===== config.mk =====
export PLATFORM = sky130hd
export DESIGN_NAME = cfg_i2c_slave
export DESIGN_NICKNAME = d
export VERILOG_FILES = /design/src/rtl/cfg_i2c_pkg.sv /design/src/rtl/cfg_i2c_sync.sv /design/src/rtl/cfg_i2c_engine.sv /design/src/rtl/cfg_i2c_regfile.sv /design/src/rtl/cfg_i2c_slave.sv
export SDC_FILE = /design/constraint.sdc
export NUM_CORES = 1
export LEC_CHECK = 0
export BUFFER_PORTS_ARGS = -buffer_cell sky130_fd_sc_hd__clkbuf_2
export CAP_MARGIN = 15
export CORE_ASPECT_RATIO = 1.75
export CORE_MARGIN = 2
export CORE_UTILIZATION = 52
export DETAILED_ROUTE_END_ITERATION = 10
export GPL_ROUTABILITY_DRIVEN = 0
export PLACE_DENSITY = 0.83
export SYNTH_ARGS = -nofsm -noshare
export SYNTH_HDL_FRONTEND = slang
export SYNTH_SLANG_ARGS = --single-unit

===== constraint.sdc =====
create_clock -name clk -period 2 [get_ports clk]
set_input_delay 0.3 -clock clk [delete_from_list [all_inputs] [get_ports clk]]
set_output_delay 0.3 -clock clk [all_outputs]
set_load 0.02 [all_outputs]

===== src/rtl/cfg_i2c_pkg.sv =====
// Shared constants and types for the serial configuration slave.
// Assumes 8-bit bytes and 7-bit register selectors.
package cfg_i2c_pkg;
    localparam int BYTE_W = 8;
    localparam int SEL_W  = 7;
    localparam int ID_W   = 4;

    localparam logic [2:0]       ADDR_PREFIX = 3'b001;
    localparam logic [ID_W-1:0]  ID_ALL      = 4'b1111;

    localparam logic [SEL_W-1:0] SEL_ERR   = 7'h00;
    localparam logic [SEL_W-1:0] SEL_MODE  = 7'h01;
    localparam logic [SEL_W-1:0] SEL_LAT   = 7'h02;
    localparam logic [SEL_W-1:0] SEL_BIAS0 = 7'h20;

    localparam logic [2:0]        MODE_INIT = 3'b100;
    localparam logic [BYTE_W-1:0] LAT_INIT  = 8'h84;

    typedef enum logic [2:0] {
        ST_IDLE,
        ST_RX,
        ST_ACK,
        ST_TX,
        ST_TX_ACK,
        ST_SKIP
    } bus_state_e;
endpackage


===== src/rtl/cfg_i2c_sync.sv =====
// Input conditioner: synchronises SCL and SDA into the clk domain and
// flags SCL edges plus START/STOP conditions.
// Assumes clk is several times faster than SCL; STAGES >= 2.
module cfg_i2c_sync #(
    parameter int STAGES = 2
) (
    input  logic clk,
    input  logic rst_n,
    input  logic scl_i,
    input  logic sda_i,
    output logic scl_s,
    output logic sda_s,
    output logic scl_rise,
    output logic scl_fall,
    output logic start_det,
    output logic stop_det
);
    logic [STAGES-1:0] scl_ff;
    logic [STAGES-1:0] sda_ff;
    logic              scl_d;
    logic              sda_d;

    // Synchroniser chains, idle-high after reset.
    always_ff @(posedge clk) begin
        if (!rst_n) begin
            scl_ff <= '1;
            sda_ff <= '1;
        end else begin
            scl_ff <= {scl_ff[STAGES-2:0], scl_i};
            sda_ff <= {sda_ff[STAGES-2:0], sda_i};
        end
    end

    assign scl_s = scl_ff[STAGES-1];
    assign sda_s = sda_ff[STAGES-1];

    // One-cycle history for edge detection.
    always_ff @(posedge clk) begin
        if (!rst_n) begin
            scl_d <= 1'b1;
            sda_d <= 1'b1;
        end else begin
            scl_d <= scl_s;
            sda_d <= sda_s;
        end
    end

    // Edge and bus-condition decode.
    always_comb begin
        scl_rise  = scl_s & ~scl_d;
        scl_fall  = ~scl_s & scl_d;
        start_det = scl_s & scl_d & sda_d & ~sda_s;
        stop_det  = scl_s & scl_d & ~sda_d & sda_s;
    end
endmodule


===== src/rtl/cfg_i2c_engine.sv =====
// Byte-level protocol engine: address match, acknowledge, command pointer,
// write strobe and single-byte read shifting.
// Assumes conditioned inputs from cfg_i2c_sync; rd_data is combinational
// from the register file and is sampled when the address is acknowledged.
module cfg_i2c_engine
    import cfg_i2c_pkg::*;
(
    input  logic              clk,
    input  logic              rst_n,
    input  logic              sda_s,
    input  logic              scl_rise,
    input  logic              scl_fall,
    input  logic              start_det,
    input  logic              stop_det,
    input  logic [ID_W-1:0]   strap_id,
    input  logic [BYTE_W-1:0] rd_data,
    output logic              sda_oe,
    output logic [BYTE_W-1:0] cmd_q,
    output logic              wr_stb,
    output logic [BYTE_W-1:0] wr_data
);
    localparam int CNT_W = $clog2(BYTE_W + 1);
    localparam logic [CNT_W-1:0] CNT_FULL = CNT_W'(BYTE_W);
    localparam logic [CNT_W-1:0] CNT_LAST = CNT_W'(BYTE_W - 1);

    bus_state_e        state;
    logic [CNT_W-1:0]  bit_cnt;
    logic [1:0]        byte_idx;
    logic [BYTE_W-1:0] rx_sh;
    logic [BYTE_W-1:0] tx_sh;
    logic              rw_q;
    logic              oe_q;
    logic              addr_hit;

    // Address byte decode: fixed prefix plus own or broadcast identifier.
    always_comb begin
        addr_hit = (rx_sh[7:5] == ADDR_PREFIX) &&
                   ((rx_sh[4:1] == strap_id) || (rx_sh[4:1] == ID_ALL));
    end

    // Protocol state machine, all actions on conditioned SCL edges.
    always_ff @(posedge clk) begin
        if (!rst_n) begin
            state    <= ST_IDLE;
            bit_cnt  <= '0;
            byte_idx <= '0;
            rx_sh    <= '0;
            tx_sh    <= '0;
            rw_q     <= 1'b0;
            oe_q     <= 1'b0;
            cmd_q    <= '0;
            wr_stb   <= 1'b0;
            wr_data  <= '0;
        end else begin
            wr_stb <= 1'b0;
            if (start_det) begin
                state    <= ST_RX;
                bit_cnt  <= '0;
                byte_idx <= '0;
                oe_q     <= 1'b0;
            end else if (stop_det) begin
                state <= ST_IDLE;
                oe_q  <= 1'b0;
            end else begin
                case (state)
                    ST_RX: begin
                        if (scl_rise && bit_cnt != CNT_FULL) begin
                            rx_sh   <= {rx_sh[BYTE_W-2:0], sda_s};
                            bit_cnt <= bit_cnt + 1'b1;
                        end else if (scl_fall && bit_cnt == CNT_FULL) begin
                            if (byte_idx != 2'd3) begin
                                byte_idx <= byte_idx + 1'b1;
                            end
                            case (byte_idx)
                                2'd0: begin
                                    if (addr_hit) begin
                                        rw_q  <= rx_sh[0];
                                        oe_q  <= 1'b1;
                                        state <= ST_ACK;
                                    end else begin
                                        state <= ST_SKIP;
                                    end
                                end
                                2'd1: begin
                                    cmd_q <= rx_sh;
                                    oe_q  <= 1'b1;
                                    state <= ST_ACK;
                                end
                                2'd2: begin
                                    wr_stb  <= ~cmd_q[0];
                                    wr_data <= rx_sh;
                                    oe_q    <= 1'b1;
                                    state   <= ST_ACK;
                                end
                                default: begin
                                    oe_q  <= 1'b1;
                                    state <= ST_ACK;
                                end
                            endcase
                        end
                    end
                    ST_ACK: begin
                        if (scl_fall) begin
                            bit_cnt <= '0;
                            if (rw_q) begin
                                tx_sh <= rd_data;
                                oe_q  <= ~rd_data[BYTE_W-1];
                                state <= ST_TX;
                            end else begin
                                oe_q  <= 1'b0;
                                state <= ST_RX;
                            end
                        end
                    end
                    ST_TX: begin
                        if (scl_fall) begin
                            if (bit_cnt == CNT_LAST) begin
                                oe_q  <= 1'b0;
                                state <= ST_TX_ACK;
                            end else begin
                                tx_sh   <= {tx_sh[BYTE_W-2:0], 1'b0};
                                oe_q    <= ~tx_sh[BYTE_W-2];
                                bit_cnt <= bit_cnt + 1'b1;
                            end
                        end
                    end
                    ST_TX_ACK: begin
                        if (scl_rise) begin
                            state <= ST_SKIP;
                        end
                    end
                    default: begin
                        oe_q <= 1'b0;
                    end
                endcase
            end
        end
    end

    assign sda_oe = oe_q;
endmodule


===== src/rtl/cfg_i2c_regfile.sv =====
// Configuration register file: mode, latency and bias words plus the
// read multiplexer with the active-low error view.
// Assumes wr_sel is stable while wr_stb is high; fault inputs are in clk domain.
module cfg_i2c_regfile
    import cfg_i2c_pkg::*;
#(
    parameter int NUM_BIAS = 11
) (
    input  logic                       clk,
    input  logic                       rst_n,
    input  logic                       wr_stb,
    input  logic [SEL_W-1:0]           wr_sel,
    input  logic [BYTE_W-1:0]          wr_data,
    input  logic [SEL_W-1:0]           rd_sel,
    input  logic                       fifo_err,
    input  logic                       lat_err,
    output logic [2:0]                 mode_q,
    output logic [BYTE_W-1:0]          latency_q,
    output logic [NUM_BIAS*BYTE_W-1:0] bias_flat,
    output logic [BYTE_W-1:0]          rd_data
);
    // Mode register: only three bits stored.
    always_ff @(posedge clk) begin
        if (!rst_n) begin
            mode_q <= MODE_INIT;
        end else if (wr_stb && wr_sel == SEL_MODE) begin
            mode_q <= wr_data[2:0];
        end
    end

    // Latency register.
    always_ff @(posedge clk) begin
        if (!rst_n) begin
            latency_q <= LAT_INIT;
        end else if (wr_stb && wr_sel == SEL_LAT) begin
            latency_q <= wr_data;
        end
    end

    // One bias word per consecutive selector above SEL_BIAS0.
    for (genvar gi = 0; gi < NUM_BIAS; gi++) begin : g_bias
        localparam logic [SEL_W-1:0] MY_SEL = SEL_BIAS0 + SEL_W'(gi);
        logic [BYTE_W-1:0] word_q;

        // Bias word storage.
        always_ff @(posedge clk) begin
            if (!rst_n) begin
                word_q <= '0;
            end else if (wr_stb && wr_sel == MY_SEL) begin
                word_q <= wr_data;
            end
        end

        assign bias_flat[gi*BYTE_W +: BYTE_W] = word_q;
    end

    // Read multiplexer; unknown selectors read as zero.
    always_comb begin
        rd_data = '0;
        case (rd_sel)
            SEL_ERR:  rd_data = {{(BYTE_W-2){1'b0}}, ~fifo_err, ~lat_err};
            SEL_MODE: rd_data = {{(BYTE_W-3){1'b0}}, mode_q};
            SEL_LAT:  rd_data = latency_q;
            default: begin
                for (int k = 0; k < NUM_BIAS; k++) begin
                    if (rd_sel == SEL_BIAS0 + SEL_W'(k)) begin
                        rd_data = bias_flat[k*BYTE_W +: BYTE_W];
                    end
                end
            end
        endcase
    end
endmodule


===== src/rtl/cfg_i2c_slave.sv =====
// Top level of the serial configuration slave. Wires the input
// conditioner, the protocol engine and the register file together.
// Assumes an external pull-up on SDA and that sda_i is the resolved bus.
module cfg_i2c_slave
    import cfg_i2c_pkg::*;
#(
    parameter int NUM_BIAS    = 11,
    parameter int SYNC_STAGES = 2
) (
    input  logic                       clk,
    input  logic                       rst_n,
    input  logic                       scl_i,
    input  logic                       sda_i,
    input  logic [ID_W-1:0]            strap_id,
    input  logic                       fifo_err,
    input  logic                       lat_err,
    output logic                       sda_oe,
    output logic [2:0]                 mode_q,
    output logic [BYTE_W-1:0]          latency_q,
    output logic [NUM_BIAS*BYTE_W-1:0] bias_q
);
    logic              scl_s;
    logic              sda_s;
    logic              scl_rise;
    logic              scl_fall;
    logic              start_det;
    logic              stop_det;
    logic [BYTE_W-1:0] cmd_q;
    logic              wr_stb;
    logic [BYTE_W-1:0] wr_data;
    logic [BYTE_W-1:0] rd_data;

    cfg_i2c_sync #(.STAGES(SYNC_STAGES)) u_sync (
        .clk       (clk),
        .rst_n     (rst_n),
        .scl_i     (scl_i),
        .sda_i     (sda_i),
        .scl_s     (scl_s),
        .sda_s     (sda_s),
        .scl_rise  (scl_rise),
        .scl_fall  (scl_fall),
        .start_det (start_det),
        .stop_det  (stop_det)
    );

    cfg_i2c_engine u_engine (
        .clk       (clk),
        .rst_n     (rst_n),
        .sda_s     (sda_s),
        .scl_rise  (scl_rise),
        .scl_fall  (scl_fall),
        .start_det (start_det),
        .stop_det  (stop_det),
        .strap_id  (strap_id),
        .rd_data   (rd_data),
        .sda_oe    (sda_oe),
        .cmd_q     (cmd_q),
        .wr_stb    (wr_stb),
        .wr_data   (wr_data)
    );

    cfg_i2c_regfile #(.NUM_BIAS(NUM_BIAS)) u_regs (
        .clk       (clk),
        .rst_n     (rst_n),
        .wr_stb    (wr_stb),
        .wr_sel    (cmd_q[BYTE_W-1:1]),
        .wr_data   (wr_data),
        .rd_sel    (cmd_q[BYTE_W-1:1]),
        .fifo_err  (fifo_err),
        .lat_err   (lat_err),
        .mode_q    (mode_q),
        .latency_q (latency_q),
        .bias_flat (bias_q),
        .rd_data   (rd_data)
    );
endmodule


==> results of run 1 <==
[how the worst max path moves through the flow]
stage,startpoint,endpoint,slack (ns),cells after the start
final,u_engine.cmd_q[5],u_engine.tx_sh[4],0.01,7
after CTS,u_engine.cmd_q[7],u_engine.tx_sh[5],0.002,7
after global placement,u_engine.cmd_q[7],u_regs.latency_q[2],0.03,5
after global routing,u_engine.cmd_q[5],u_engine.tx_sh[4],-0.04,7
after floorplan,u_engine.cmd_q[3],u_regs.latency_q[2],0.12,7
after detailed placement,u_engine.cmd_q[7],u_regs.latency_q[4],0.004,5
[registers in the layout, indices dropped and copies added, names as in the netlist]
register              count
u_regs.g_bias.word_q     88
u_engine.cmd_q            8
u_engine.rx_sh            8
u_engine.wr_data          8
u_regs.latency_q          8
u_engine.tx_sh            7
u_engine.bit_cnt          4
u_engine.state            3
u_regs.mode_q             3
u_engine.byte_idx         2
u_sync.scl_ff             2
u_sync.sda_ff             2
u_engine.rw_q             1
u_engine.sda_oe           1
u_engine.wr_stb           1
u_sync.scl_d              1
u_sync.sda_d              1
[per-layer routing]
| layer | part of all wire [%] | GRT usage (%) | routed length (µm) | vias up |
|---|---|---|---|---|
| met3 | 6.6 | 4.80 | 1450 | 89 |
| met4 | 5.3 | 15.3 | 1160 | 0 |
| met1 | 38 | 33.2 | 8220 | 3202 |
| met2 | 51 | 48.6 | 11100 | 338 |
| met5 | 0 | 0 | 0 | - |
| li1 | - | - | - | 3173 |
[synthesized netlist by cell type, types with 3 or more instances]
cell         n  share of area (%)
dfxtp_1    148                 40
nand2_1    118                6.0
mux2i_1     94                 13
nor2b_1     84                7.2
a21boi_0    42                4.3
clkbuf_1    39                2.0
nor2_1      37                1.9
o21ai_0     31                2.1
nand3_1     22                1.5
a21oi_1     20                1.4
o22ai_1     15                1.3
nand2b_1    14                1.2
buf_2       12               0.82
inv_1       12               0.61
a31oi_1      8               0.68
and2_1       8               0.68
mux2_2       7                1.1
ha_1         6                1.0
nor3_1       6               0.41
o221ai_1     6               0.72
a221oi_1     5               0.60
o211ai_1     5               0.51
o2bb2ai_1    5               0.60
xor2_1       5               0.60
o31ai_1      4               0.41
a211oi_1     3               0.31
a21o_1       3               0.31
a22oi_1      3               0.31
and3_1       3               0.26
nand3b_1     3               0.31
nor2_4       3               0.46
o41ai_1      3               0.36
[cell type report]
type | count | area, µm²
Clock buffer | 19 | 443
Clock inverter | 13 | 181
Fill cell | 1094 | 4810
Inverter | 12 | 45.0
Multi-Input combinational cell | 611 | 4110
Sequential cell | 148 | 2970
Tap cell | 177 | 221
Timing Repair Buffer | 170 | 1060
[timing repair]
item / 4_1_cts / 5_1_grt
endpoints found under the setup margin: 7 / 35
pin swaps: 1 / 12
resized for setup: 2 / 16
setup buffers: 1 / 6
[report_power, final]
part | total, mW | internal (mW) | leakage, nW | switching [mW]
combinational | 0.124 | 0.0621 | 2.02 | 0.0623
clock | 3.39 | 2.12 | 0.303 | 1.27
sequential | 2.96 | 2.95 | 1.20 | 0.00783
[cell families after synthesis]
| group | share of synthesized area [%] |
|---|---|
| fa+ha+maj | 1.02 |
| buf+inv | 3.96 |
| xor+xnor | 0.836 |
| compound gates | 16.5 |
| mux | 13.9 |
| flops | 40.4 |
| simple gates | 23.4 |
[critical path: cells and delay by family (launching register included)]
kind | cells | cell delay, ns
buf+inv | 1 | 0.18
flops | 1 | 0.44
simple gates | 3 | 0.54
compound gates | 3 | 0.71
[stage by stage]
| step | cells | hold slack, ns | TNS (ns) | worst slack, ns | cell area, µm² |
|---|---|---|---|---|---|
| finish | 1150 | 0.0549 | 0 | 0.0121 | 9030 |
| global route | 1150 | 0.0573 | -0.0753 | -0.0365 | 9030 |
| CTS | 1144 | 0.0495 | 0 | 0.00150 | 8940 |
| detailed placement | 1111 | 0.396 | 0 | 0.00417 | 8300 |
| global placement | 1111 | 0.390 | 0 | 0.0274 | 8300 |
| floorplan | 827 | 0.386 | 0 | 0.123 | 7330 |
==> summary.md, run 1 <==
| Metric | Value |
|---|---|
| DRC Markers | `0` |
| Highest-count cells in the layout ignoring fill and taps | `143 x dfxtp_1, 116 x nand2_1, 108 x clkbuf_2, 94 x mux2i_1, 83 x nor2b_1` |
| Placed wire-length estimate | `around 15000 µm` |
| Synthesis-to-layout area growth | `23.2%` |
| Worst Min Path Start | `scl_i` |
| Number of synthesized flops with an enable pin | `0` |
| Post-route clock skew | `0.0105 ns` |
| Class of the most critical setup path | `reg2reg` |
| Number of antenna violations at the first check in global routing | `0` |
| Clock tree from TritonCTS | `built` |
| Post-layout net count | `976` |
| Vias in the first global route | `6401` |
| Antenna cell count | `0` |
| Average routed wire per standard cell | `19.0 µm` |
| Part of the cycle the worst path needs | `just under 100%` |
| Detailed-router iteration count before antenna repair | `5` |
| # IOs | `110` |
| Die Y | `~160 µm` |
| Pin count of the biggest net entering global routing | `73` |
| Final period demand of the worst path | `1.99 ns` |
| Clk_lat worst skew | `0.42 ns` |
| Overall Power | `roughly 6.5 mW` |
| Number of warning messages in the yosys log | `0` |
| Critical register-to-register path endpoint | `u_engine.tx_sh[4]` |
| Number of buffers created by CTS | `17` |
| Starting DRC count in detailed routing | `684` |
| Leakage dissipation | `3.52 nW` |
| Total clock sinks | `148` |
| Average size of a mapped cell | `8.86 µm²` |
| Worst-case reg-to-reg path depth | `7` |
| Total power density per cell area | `between 700 and 800 mW/mm²` |
| Wire length after detailed routing | `21900 µm` |
| Share of post-route cells with drive strength above 1 | `25.0%` |
| Transition time at the pin with the least slew margin | `0.780 ns` |
| Sum of overflow across all layers after global routing | `0` |
| Via count | `6802` |
| Deepest clock path buffer count | `2` |
| Starting density of the core | `a little over half` |
| Worst setup slack for register-to-register paths | `0.01 ns` |
| Nature of the critical path endpoint | `flop` |
| Crit-path max FO | `13` |
| Type of element launching the critical path | `flop` |
| Area of the die | `~0.015 mm²` |
| Most common library cell in the layout ignoring fill and taps | `dfxtp_1` |
| Critical Path Max Stage Delay | `0.44 ns` |
| Util after Layout | `65.3%` |
| Number of cells on the worst hold path | `2` |
| Max-capacitance violation count | `0` |
| Pins Over Slew Limit | `0` |
| Crit-path slowest cell | `dfxtp_1` |
| RSZ-0062 raised after global routing | `yes` |
| Run status | `complete, no violations` |
| Post-Syn Area | `0.00733 mm²` |
| Endpoint of the worst hold-timing path | `u_sync.scl_ff[0]` |
| Maximum level of the CTS H-tree | `4` |
| Overall track demand over capacity in global routing | `28.4%` |
| Final hold violations | `0` |
| Cell-by-cell listing of the critical path | `and3b_1, and2_0, buf_4, a221oi_1, nor3_1, o21ai_0, o41ai_2` |
| Mapped Cells | `827` |
| DRT antenna net count | `0` |
| Distinct cell type count after synthesis | `74` |
| Startpoint of the worst register-to-register path | `u_engine.cmd_q[5]` |
| Wire length of the first global-routing pass | `33800 µm` |
| Required time at the worst-slack endpoint | `2.29 ns` |
| Commonest register cell after synthesis | `dfxtp_1` |
| Rows | `57` |
| Clock Pin Slew Worst Setup and Hold Paths | `0.06 ns` |
| Worst-case vdd ir drop | `0.000566 V` |
| Worst slew margin | `47.9%` |
| Core Region | `0.0138 mm²` |
| Final count of negative-setup-slack endpoints | `0` |
| Number of hold-repair buffers added at the cts stage | `0` |
| Synthesized flop and latch total | `roughly 150` |
| Number of nets produced by synthesis | `843` |
| Classification of the worst-slack hold path | `in2reg` |
| Width of the chip | `93.8 µm` |
| IO buf count | `around 110` |
| Critical Path AT | `between 2 and 2.5 ns` |
| Clock tree root buffer cell | `clkbuf_16` |
| Max Freq | `503 MHz` |
| Sequential share of the synthesized area | `~40%` |
| Detailed-route vias per instance | `5.91` |
| FFs w/ async S/R, synth | `0%` |
Note: power is estimated with default switching activity, not from simulation.
==> run 2, diff against run 1 <==
--- a/config.mk
+++ b/config.mk
@@ -9,10 +9,11 @@
 export CAP_MARGIN = 15
 export CORE_ASPECT_RATIO = 1.75
 export CORE_MARGIN = 2
-export CORE_UTILIZATION = 52
+export CORE_UTILIZATION = 60
+export CTS_CLUSTER_SIZE = 24
 export DETAILED_ROUTE_END_ITERATION = 10
 export GPL_ROUTABILITY_DRIVEN = 0
-export PLACE_DENSITY = 0.83
+export PLACE_DENSITY = 0.89
 export SYNTH_ARGS = -nofsm -noshare
 export SYNTH_HDL_FRONTEND = slang
 export SYNTH_SLANG_ARGS = --single-unit
==> constraint.sdc (replaced) <==
create_clock -name clk -period 2.5 [get_ports clk]
set_input_delay 0.375 -clock clk [delete_from_list [all_inputs] [get_ports clk]]
set_output_delay 0.375 -clock clk [all_outputs]
set_load 0.02 [all_outputs]
==> run 2 against run 1 <==
Against the previous run: clock skew is essentially flat; power is 22% lower; sequential power decreased by 20%; final area is 5.1% lower; combinational power down 23%; core utilization is 6.5 points higher; first-iteration DRC count increased by 22%; largest cell class unchanged.
==> summary.md, run 2 (synthesized netlist as in run 1, its figures left out) <==
| Metric | Value |
|---|---|
| Run status | `complete, no violations` |
| Final period demand of the worst path | `2.40 ns (+0.408 ns)` |
| Highest-count cells in the layout ignoring fill and taps | `147 x dfxtp_1, 118 x nand2_1, 108 x clkbuf_2, 94 x mux2i_1, 84 x nor2b_1` |
| Worst-case setup slack after placement | `0.320 ns (+0.316 ns)` |
| Classification of the worst-slack hold path | `in2reg` |
| Average routed wire per standard cell | `22.8 µm (+20%)` |
| Clock Pin Slew Worst Setup and Hold Paths | `0.06 ns (about the same)` |
| Detailed-route vias per instance | `6.57 (+11%)` |
| Final standard cell area without fillers | `0.00857 mm² (-5.1%)` |
| Critical Path AT | `2.76 ns (+0.48 ns)` |
| Number of antenna violations at the first check in global routing | `0 (unchanged)` |
| RSZ-0062 raised after global routing | `no` |
| Wire length after detailed routing | `24300 µm (+11%)` |
| Maximum level of the CTS H-tree | `4 (unchanged)` |
| Detailed-router iteration count before antenna repair | `7 (+2)` |
| Via count | `7022 (+3.2%)` |
| Clock tree from TritonCTS | `built` |
| Largest reg by FF count | `u_regs.g_bias.word_q` |
| Post-layout net count | `934 (-4.3%)` |
| Max FFs per register | `88 (unchanged)` |
| Pins Over Slew Limit | `0 (unchanged)` |
| Max-capacitance violation count | `0 (unchanged)` |
| Worst-case vdd ir drop | `0.000531 V (-6.2%)` |
| Cell-by-cell listing of the critical path | `nand2b_1, or4_1, a2111oi_0, nor2_1, o2bb2ai_1` |
| Clk_lat worst skew | `0.43 ns (about the same)` |
| Transition time at the pin with the least slew margin | `0.959 ns (+0.179 ns)` |
| Worst-case setup margin in the final layout | `0.104 ns (+0.0920 ns)` |
| Met3 usage in global routing | `9.21% (+4.4 points)` |
| Synthesis-to-layout area growth | `16.9%` |
| DRT antenna net count | `0 (unchanged)` |
| Gates resized, CTS repair | `0 (-2)` |
| Number of cells on the worst hold path | `2 (unchanged)` |
| IO buf count | `109 (unchanged)` |
| Number of buffers created by CTS | `17 (unchanged)` |
| Clock tree root buffer cell | `clkbuf_16` |
| Antenna cell count | `0 (unchanged)` |
| Final hold violations | `0 (unchanged)` |
| Post-route clock skew | `0.0104 ns (-0.0000845 ns)` |
| Starting density of the core | `61.4% (+8.4 points)` |
| Required time at the worst-slack endpoint | `2.86 ns (+0.57 ns)` |
| Vias in the first global route | `6612 (+3.3%)` |
| Width of the chip | `87.6 µm (-6.6%)` |
| Worst-case reg-to-reg path depth | `5 (-2)` |
| Instance area after placement | `0.00796 mm² (-4.1%)` |
| Placed wire-length estimate | `16600 µm (+8.1%)` |
| Total clock sinks | `148 (unchanged)` |
| Rows | `53 (-7.0%)` |
| Worst slew margin | `36.0% (-12 points)` |
| Met1 capacity usage during global routing | `39.8% (+6.6 points)` |
| Met2 GRT Util | `61.6% (+13 points)` |
| Core Region | `0.0119 mm² (-14%)` |
| Die Y | `150 µm (-6.7%)` |
| Starting DRC count in detailed routing | `834 (+22%)` |
| Worst hold margin | `0.124 ns (+0.0692 ns)` |
| Overall Power | `5.05 mW (-22%)` |
| DRC Markers | `0 (unchanged)` |
| Crit-path slowest cell | `a2111oi_0` |
| Post-CTS Repair Setup Buffers | `0 (-1)` |
| Pin count of the biggest net entering global routing | `84 (+15%)` |
| Crit-path max FO | `9 (-4)` |
| Final count of negative-setup-slack endpoints | `0 (unchanged)` |
| Total negative slack for setup checks | `0 ns (unchanged)` |
| Most common library cell in the layout ignoring fill and taps | `dfxtp_1` |
| Worst setup slack for register-to-register paths | `0.10 ns (+0.09 ns)` |
| Critical Path Max Stage Delay | `0.72 ns (+0.28 ns)` |
| # IOs | `110 (unchanged)` |
| Class of the most critical setup path | `reg2reg` |
| Part of the cycle the worst path needs | `95.8% (-3.6 points)` |
| Max Freq | `417 MHz (-17%)` |
| Leakage dissipation | `3.28 nW (-7.0%)` |
| Wire length of the first global-routing pass | `36500 µm (+8.0%)` |
| Total power density per cell area | `590 mW/mm² (-18%)` |
| Sum of overflow across all layers after global routing | `0 (unchanged)` |
| Global-route layer with the greatest usage | `met2` |
| Area of the die | `0.0132 mm² (-13%)` |
| Type of element launching the critical path | `flop` |
| Deepest clock path buffer count | `2 (unchanged)` |
| Overall track demand over capacity in global routing | `37.1% (+8.7 points)` |
| Number of hold-repair buffers added at the cts stage | `0 (unchanged)` |
| Share of post-route cells with drive strength above 1 | `20.3% (-4.7 points)` |
| Nature of the critical path endpoint | `flop` |
[run 2: changes by cell type in the layout (fill, tap and decap cells not counted), moves of 3 or more]
cell | before | now
buf_4 | 58 | 19
inv_6 | 1 | 7
dfxtp_1 | 143 | 147
dfxtp_2 | 5 | 1
buf_12 | 4 | 1
clkinv_2 | 4 | 1
o21ai_0 | 28 | 31
o21ai_1 | 3 | 0
[run 2: layout make-up]
class                           count  area, µm²
Timing Repair Buffer              128        703
Tap cell                          137        171
Clock inverter                     15        168
Multi-Input combinational cell    611       4090
Sequential cell                   148       2960
Inverter                           12       45.0
Clock buffer                       17        425
Fill cell                         875       3370
[run 2: power breakdown]
part / internal (mW) / switching [mW]
combinational: 0.0469 / 0.0486
sequential: 2.36 / 0.00617
clock: 1.50 / 1.09
total: 3.90 / 1.15
[run 2: metal layers]
layer | share of wire (%) | up-vias
li1 | - | 3077
met5 | 0 | -
met4 | 9.1 | 0
met1 | 32 | 3270
met3 | 9.6 | 168
met2 | 49 | 507
[run 2: final timing paths]
kind | endpoint | from
hold reg to reg | u_sync.scl_ff[1] | u_sync.scl_ff[0]
hold / removal | u_sync.scl_ff[0] | scl_i
setup reg to reg | u_engine.tx_sh[3] | u_engine.cmd_q[6]
setup / recovery | u_engine.tx_sh[3] | u_engine.cmd_q[6]
[run 2: stage by stage]
step | instances | util [%]
2_1_floorplan | 827 | -
3_3_place_gp | 1036 | 66.7
3_5_place_dp | 1036 | 66.7
4_1_cts | 1068 | 71.7
5_1_grt | 1068 | 71.8
6_report | 1068 | 71.8
[run 2: critical path: cells and delay by family, from the launching register on]
kind / cells / cell delay [ns]
AO/OA/AOI/OAI: 2 / 0.87
flip-flops: 1 / 0.50
AND/OR/NAND/NOR: 3 / 0.96
